File: src/rtl/cec_wake_pkg.sv
package cec_wake_pkg;

  localparam int OPC_W = 8;

  // Reset contents of the table: opcodes that expect a reply.
  function automatic logic [OPC_W-1:0] dflt_opc(input int unsigned idx);
    logic [OPC_W-1:0] v;
    case (idx)
      0:       v = 8'h8F; // power status query
      1:       v = 8'h83; // physical address query
      2:       v = 8'h46; // name query
      3:       v = 8'h8C; // vendor id query
      4:       v = 8'h9F; // version query
      5:       v = 8'h91; // menu language query
      6:       v = 8'h08; // tuner status query
      7:       v = 8'h1A; // deck status query
      default: v = '0;
    endcase
    return v;
  endfunction

endpackage

File: src/rtl/cec_opc_table.sv
module cec_opc_table #(
  parameter int N_ENT = 8,
  parameter int OPC_W = 8,
  localparam int AW = (N_ENT > 1) ? $clog2(N_ENT) : 1
) (
  input  logic             clk,
  input  logic             rst_n,
  input  logic             wr_en,
  input  logic [AW-1:0]    addr,
  input  logic [OPC_W-1:0] wr_data,
  output logic [OPC_W-1:0] rd_data,
  input  logic             cmp_en,
  input  logic [OPC_W-1:0] cmp_opc,
  output logic [N_ENT-1:0] hit_vec
);
  import cec_wake_pkg::*;

  logic [OPC_W-1:0] entry_q [N_ENT];

  for (genvar i = 0; i < N_ENT; i++) begin : g_ent
    always_ff @(posedge clk or negedge rst_n) begin
      if (!rst_n)
        entry_q[i] <= OPC_W'(dflt_opc(i));
      else if (wr_en && (addr == AW'(i)))
        entry_q[i] <= wr_data;
    end
    // compare against the registered value: a same-edge write is not seen
    assign hit_vec[i] = cmp_en && (entry_q[i] == cmp_opc);
  end

  assign rd_data = entry_q[addr];


  tbl_wr_chk: assert property (@(posedge clk) disable iff (!rst_n)
    wr_en |=> (entry_q[$past(addr)] == $past(wr_data)));

endmodule

File: src/rtl/cec_wake_status.sv
module cec_wake_status #(
  parameter int N_ENT = 8
) (
  input  logic             clk,
  input  logic             rst_n,
  input  logic [N_ENT-1:0] hit_vec,
  input  logic             clr_we,
  input  logic [N_ENT-1:0] clr_mask,
  input  logic             en_we,
  input  logic [N_ENT-1:0] en_wdata,
  output logic [N_ENT-1:0] sts_q,
  output logic [N_ENT-1:0] en_q,
  output logic             irq
);

  logic [N_ENT-1:0] clr_eff;
  logic [N_ENT-1:0] sts_d;

  assign clr_eff = clr_we ? clr_mask : '0;
  // a new hit wins over a clear of the same bit
  assign sts_d   = (sts_q & ~clr_eff) | hit_vec;

  always_ff @(posedge clk or negedge rst_n) begin
    if (!rst_n) begin
      sts_q <= '0;
      en_q  <= '0;
    end else begin
      sts_q <= sts_d;
      if (en_we) en_q <= en_wdata;
    end
  end

  assign irq = |(sts_q & en_q);


  sticky_chk: assert property (@(posedge clk) disable iff (!rst_n)
    ((($past(sts_q) & ~$past(clr_eff)) & ~sts_q) == '0));


  hit_set_chk: assert property (@(posedge clk) disable iff (!rst_n)
    (($past(hit_vec) & ~sts_q) == '0));


  irq_mask_chk: assert property (@(posedge clk) disable iff (!rst_n)
    (en_q == '0) |-> !irq);

endmodule

File: src/rtl/cec_wake_match.sv
module cec_wake_match #(
  parameter int N_ENT = 8,
  parameter int OPC_W = 8,
  parameter int LEN_W = 5,
  localparam int AW = (N_ENT > 1) ? $clog2(N_ENT) : 1
) (
  input  logic             clk,
  input  logic             rst_n,
  input  logic             frm_valid,
  output logic             frm_ready,
  input  logic [LEN_W-1:0] frm_len,
  input  logic [OPC_W-1:0] frm_opcode,
  input  logic             tbl_we,
  input  logic [AW-1:0]    tbl_addr,
  input  logic [OPC_W-1:0] tbl_wdata,
  output logic [OPC_W-1:0] tbl_rdata,
  input  logic             en_we,
  input  logic [N_ENT-1:0] en_wdata,
  output logic [N_ENT-1:0] wake_en,
  input  logic             clr_we,
  input  logic [N_ENT-1:0] clr_mask,
  output logic [N_ENT-1:0] wake_status,
  output logic             wake_irq
);

  logic             frm_take;
  logic             frm_qual;
  logic [N_ENT-1:0] hit_vec;

  assign frm_ready = 1'b1;
  assign frm_take  = frm_valid && frm_ready;
  // header-only polls carry no opcode
  assign frm_qual  = frm_take && (frm_len != '0);

  cec_opc_table #(.N_ENT(N_ENT), .OPC_W(OPC_W)) u_table (
    .clk     (clk),
    .rst_n   (rst_n),
    .wr_en   (tbl_we),
    .addr    (tbl_addr),
    .wr_data (tbl_wdata),
    .rd_data (tbl_rdata),
    .cmp_en  (frm_qual),
    .cmp_opc (frm_opcode),
    .hit_vec (hit_vec)
  );

  cec_wake_status #(.N_ENT(N_ENT)) u_status (
    .clk      (clk),
    .rst_n    (rst_n),
    .hit_vec  (hit_vec),
    .clr_we   (clr_we),
    .clr_mask (clr_mask),
    .en_we    (en_we),
    .en_wdata (en_wdata),
    .sts_q    (wake_status),
    .en_q     (wake_en),
    .irq      (wake_irq)
  );


  no_poll_hit_chk: assert property (@(posedge clk) disable iff (!rst_n)
    !(frm_valid && (frm_len != '0)) |-> (hit_vec == '0));

endmodule

File: config.mk
export PLATFORM = sky130hd
export DESIGN_NAME = cec_wake_match
export DESIGN_NICKNAME = d
export VERILOG_FILES = /design/src/rtl/cec_wake_pkg.sv /design/src/rtl/cec_opc_table.sv /design/src/rtl/cec_wake_status.sv /design/src/rtl/cec_wake_match.sv
export SDC_FILE = /design/constraint.sdc
export NUM_CORES = 1
export LEC_CHECK = 0
export ABC_AREA = 0
export BUFFER_PORTS_ARGS = -buffer_cell sky130_fd_sc_hd__buf_2
export CAP_MARGIN = 30
export CORE_UTILIZATION = 30
export CTS_BUF_LIST = sky130_fd_sc_hd__clkbuf_4 sky130_fd_sc_hd__clkbuf_8
export DETAILED_ROUTE_END_ITERATION = 12
export HOLD_SLACK_MARGIN = 0.08
export PLACE_DENSITY_LB_ADDON = 0.12
export SLEW_MARGIN = 30
export SYNTH_ARGS = -nofsm -noshare
export SYNTH_HDL_FRONTEND = slang
export SYNTH_SLANG_ARGS = --single-unit
export TNS_END_PERCENT = 30
File: constraint.sdc
create_clock -name clk -period 2.6 [get_ports clk]
set_input_delay 0.39 -clock clk [delete_from_list [all_inputs] [get_ports clk]]
set_output_delay 0.39 -clock clk [all_outputs]
set_load 0.005 [all_outputs]
==> summary.md <==
| Metric | Value |
|---|---|
| Status | complete, no violations |
| Ys async rst share | 1.00 |
| Combinational power share | 0.252 |
| Die height | roughly 120 µm |
| DR vias/cell | 4.87 |
| Initial antenna violation count | 0 |
| Hold WC Path Type | in2async |
| Crit-path max FO | 20 |
| Mapped cell area | 4420 µm² |
| Worst setup margin | ~0.25 ns |
| Total grt overflow | 0 |
| Most frequent cell after synthesis | mux2_2 |
| Worst-path clk slew | ~0.080 ns |
| Sequential power share | 0.481 |
| Synth warn | 0 |
| Core area | around 14000 µm² |
| Yosys top cell area share | 0.300 |
| Inst Count DP | approximately 570 |
| Post-layout util | 0.360 |
| Area grow syn2layout | 17.8% |
| Die area | 15200 µm² |
| CTS Sinks | 80 |
| Clock Power Share | 0.267 |
| Vias in the first global route | 3006 |
| Nets@finish | 440 |
| Final slew viol count | 0 |
| Seq/Total Area, Yosys | 0.460 |
| Routed wire per std cell | approximately 20 µm |
| Psw | around 1.1 mW |
| # fillers | between 1000 and 1500 |
| ANT cells | 0 |
| Dpl ws | ~0.22 ns |
| CTS Buf Count | 9 |
| Detailed placer's ending HPWL | slightly below 9000 µm |
| PortBufs | 70 |
| First-pass GRT wire length | ~18000 µm |
| Clock Latency Late Sink | ~0.36 ns |
| CTS Buffer Depth | 2 |
| Startpoint Class | input port |
| Rows | between 40 and 50 |
| Pleak | roughly 2.1 nW |
| Crit path arrival time | ~2.0 ns |
| Final setup viols | 0 |
| DR vias | between 2000 and 3000 |
| Worst EP required | between 2 and 2.5 ns |
| Io pins | just over 70 |
| Crit. End Element | output pin |
| Yosys cell types | 25 |
| Power per Cell Area | ~710 nW/µm² |
| CTS H-tree depth | 3 |
| Final cell count without fillers | 583 |
| Cts hold-fix bufs | 0 |
| Post-synth EDFFs | 0 |
| Yosys top cell by area | dfrtp_1 |
| Syn Nets | between 300 and 400 |
| Fin crit period | about 2.3 ns |
| Gate Count Post-Synth | 317 |
| Max-slew headroom | 0.513 |
| VDD IR-drop max | 245 µV |
| First-pass detailed-route iteration total | 4 |
| Sum of negative setup slack | 0 ns |
| DRC | 0 |
| Flops & latches, synth | 80 |
| Root Buffer | clkbuf_8 |
| Synth Area per Inst | between 10 and 15 µm² |
| CTS tree | built |
| Final Cycle Share | 0.902 |
| Critical path class | in2out |
| Synth Flop Type | dfrtp_1 |
| Fmax | 426 MHz |
| Worst slew pin tran | 0.731 ns |
| Largest net degree at the start of global routing | between 70 and 80 |
| Fraction of layout cells with a size suffix above 1 | 0.559 |
| RSZ-0062 raised after global routing | no |
| Overall routing resource usage | 0.165 |
| WL final | 11800 µm |
| Worst Clk Skew | around 0.0095 ns |
| Max_cap viols | 0 |
| Final Hold Fails | 0 |
| DR iter-0 viols | approximately 140 |
| Sw Share | 0.288 |
| GPL Wtd Cong | 0.780 |
| Total power | 3.71 mW |
| Die width | between 100 and 150 µm |
| Synth area leaders | dfrtp_1 30%, mux2_2 20%, dfstp_2 16%, xnor2_1 13%, mux4_1 5.3% |
| Post-synth top cells | 80 x mux2_2, 64 x xnor2_1, 53 x dfrtp_1, 27 x dfstp_2 |
| Post-CTS Setup Bufs | 0 |
| Gates resized, CTS repair | 0 |
| Power Internal | approximately 2.6 mW |
| Post-DRT Antenna Nets | 0 |
| Initial Util | 0.306 |
==> layout make-up <==
cell class	instances	area (µm²)	share of cell area
Clock buffer	14	174	0.0334
Tap cell	184	230	0.0442
Sequential cell	80	2040	0.390
Multi-Input combinational cell	218	2270	0.435
Clock inverter	2	37.5	0.00720
Timing Repair Buffer	85	469	0.0900
==> placed cells by master (no fill, tap or decap) <==
| cell type | count |
|---|---|
| nand4b_1 | 1 |
| o31ai_1 | 8 |
| clkbuf_8 | 11 |
| clkinvlp_4 | 1 |
| nand2_1 | 17 |
| nor3b_4 | 2 |
| mux2_2 | 80 |
| nand4b_2 | 2 |
| nand2b_4 | 1 |
| clkbuf_4 | 3 |
| bufinv_16 | 1 |
| mux4_1 | 9 |
| conb_1 | 1 |
| buf_4 | 15 |
| mux4_2 | 7 |
| a22oi_1 | 4 |
| xnor2_1 | 64 |
| dfrtp_1 | 53 |
| nand4_2 | 1 |
| dfstp_2 | 27 |
| o21ai_1 | 1 |
| buf_6 | 1 |
| or4_1 | 1 |
| nor3_4 | 2 |
| buf_2 | 69 |
| nand4_1 | 17 |
==> state kept, by name, indices dropped and copies added (netlist names) <==
name,count
u_table.entry_q,64
u_status.en_q,8
u_status.sts_q,8
==> power groups by stage <==
| stage | Sequential, mW | Clock [mW] | Combinational (mW) |
|---|---|---|---|
| finish | 1.79 | 0.989 | 0.934 |
| global route | 1.82 | 1.07 | 1.02 |
| CTS | 1.79 | 1.02 | 0.946 |
| detailed placement | 1.81 | 0 | 0.942 |
| global placement | 1.81 | 0 | 0.931 |
| floorplan | 1.73 | 0 | 0.678 |
==> worst paths after layout <==
check	startpoint	end	cells past startpoint	slack [ns]
worst max register to register	u_table.entry_q[63]$_DFFE_PN1P_	u_status.sts_q[0]$_DFF_PN0_	3	1.32
worst max-delay path	tbl_addr[0]	tbl_rdata[0]	4	0.25
worst min register to register	u_status.sts_q[6]$_DFF_PN0_	u_status.sts_q[6]$_DFF_PN0_	2	0.53
worst min-delay path	rst_n	u_table.entry_q[61]$_DFFE_PN0P_	1	0.06
min in group clk	en_wdata[4]	u_status.en_q[4]$_DFFE_PN0P_	2	0.26
max in group asynchronous	rst_n	u_table.entry_q[56]$_DFFE_PN1P_	2	1.87
==> critical path: stages <==
cell,delay [ns]
buf_2,0.51
mux4_1,0.64
mux2_2,0.28
buf_2,0.13
==> metrics by stage <==
| step | hold slack (ns) | cell area (µm²) |
|---|---|---|
| after global routing | 0.112 | 5210 |
| after detailed placement | 0.479 | 5000 |
| after floorplan | 0.0944 | 4420 |
| after global placement | 0.509 | 5000 |
| final | 0.0574 | 5210 |
| after CTS | 0.0916 | 5210 |
==> kinds of logic (layout without fill, tap and decap cells) <==
| family | Yosys count | in the layout | share of synthesized area |
|---|---|---|---|
| xor+xnor | 64 | 64 | 0.127 |
| mux | 96 | 96 | 0.293 |
| buf+inv | 19 | 101 | 0.0274 |
| flops | 80 | 80 | 0.460 |
| compound gates | 13 | 13 | 0.0215 |
| other cells | 1 | 1 | 0.000848 |
| simple gates | 44 | 44 | 0.0707 |
==> layer usage <==
layer  part of all wire  track usage
met5                  0            0
met2               0.46        0.262
met3              0.043       0.0226
met4              0.014       0.0610
met1               0.48        0.229
No activity file was read; power rests on OpenSTA's default activity.
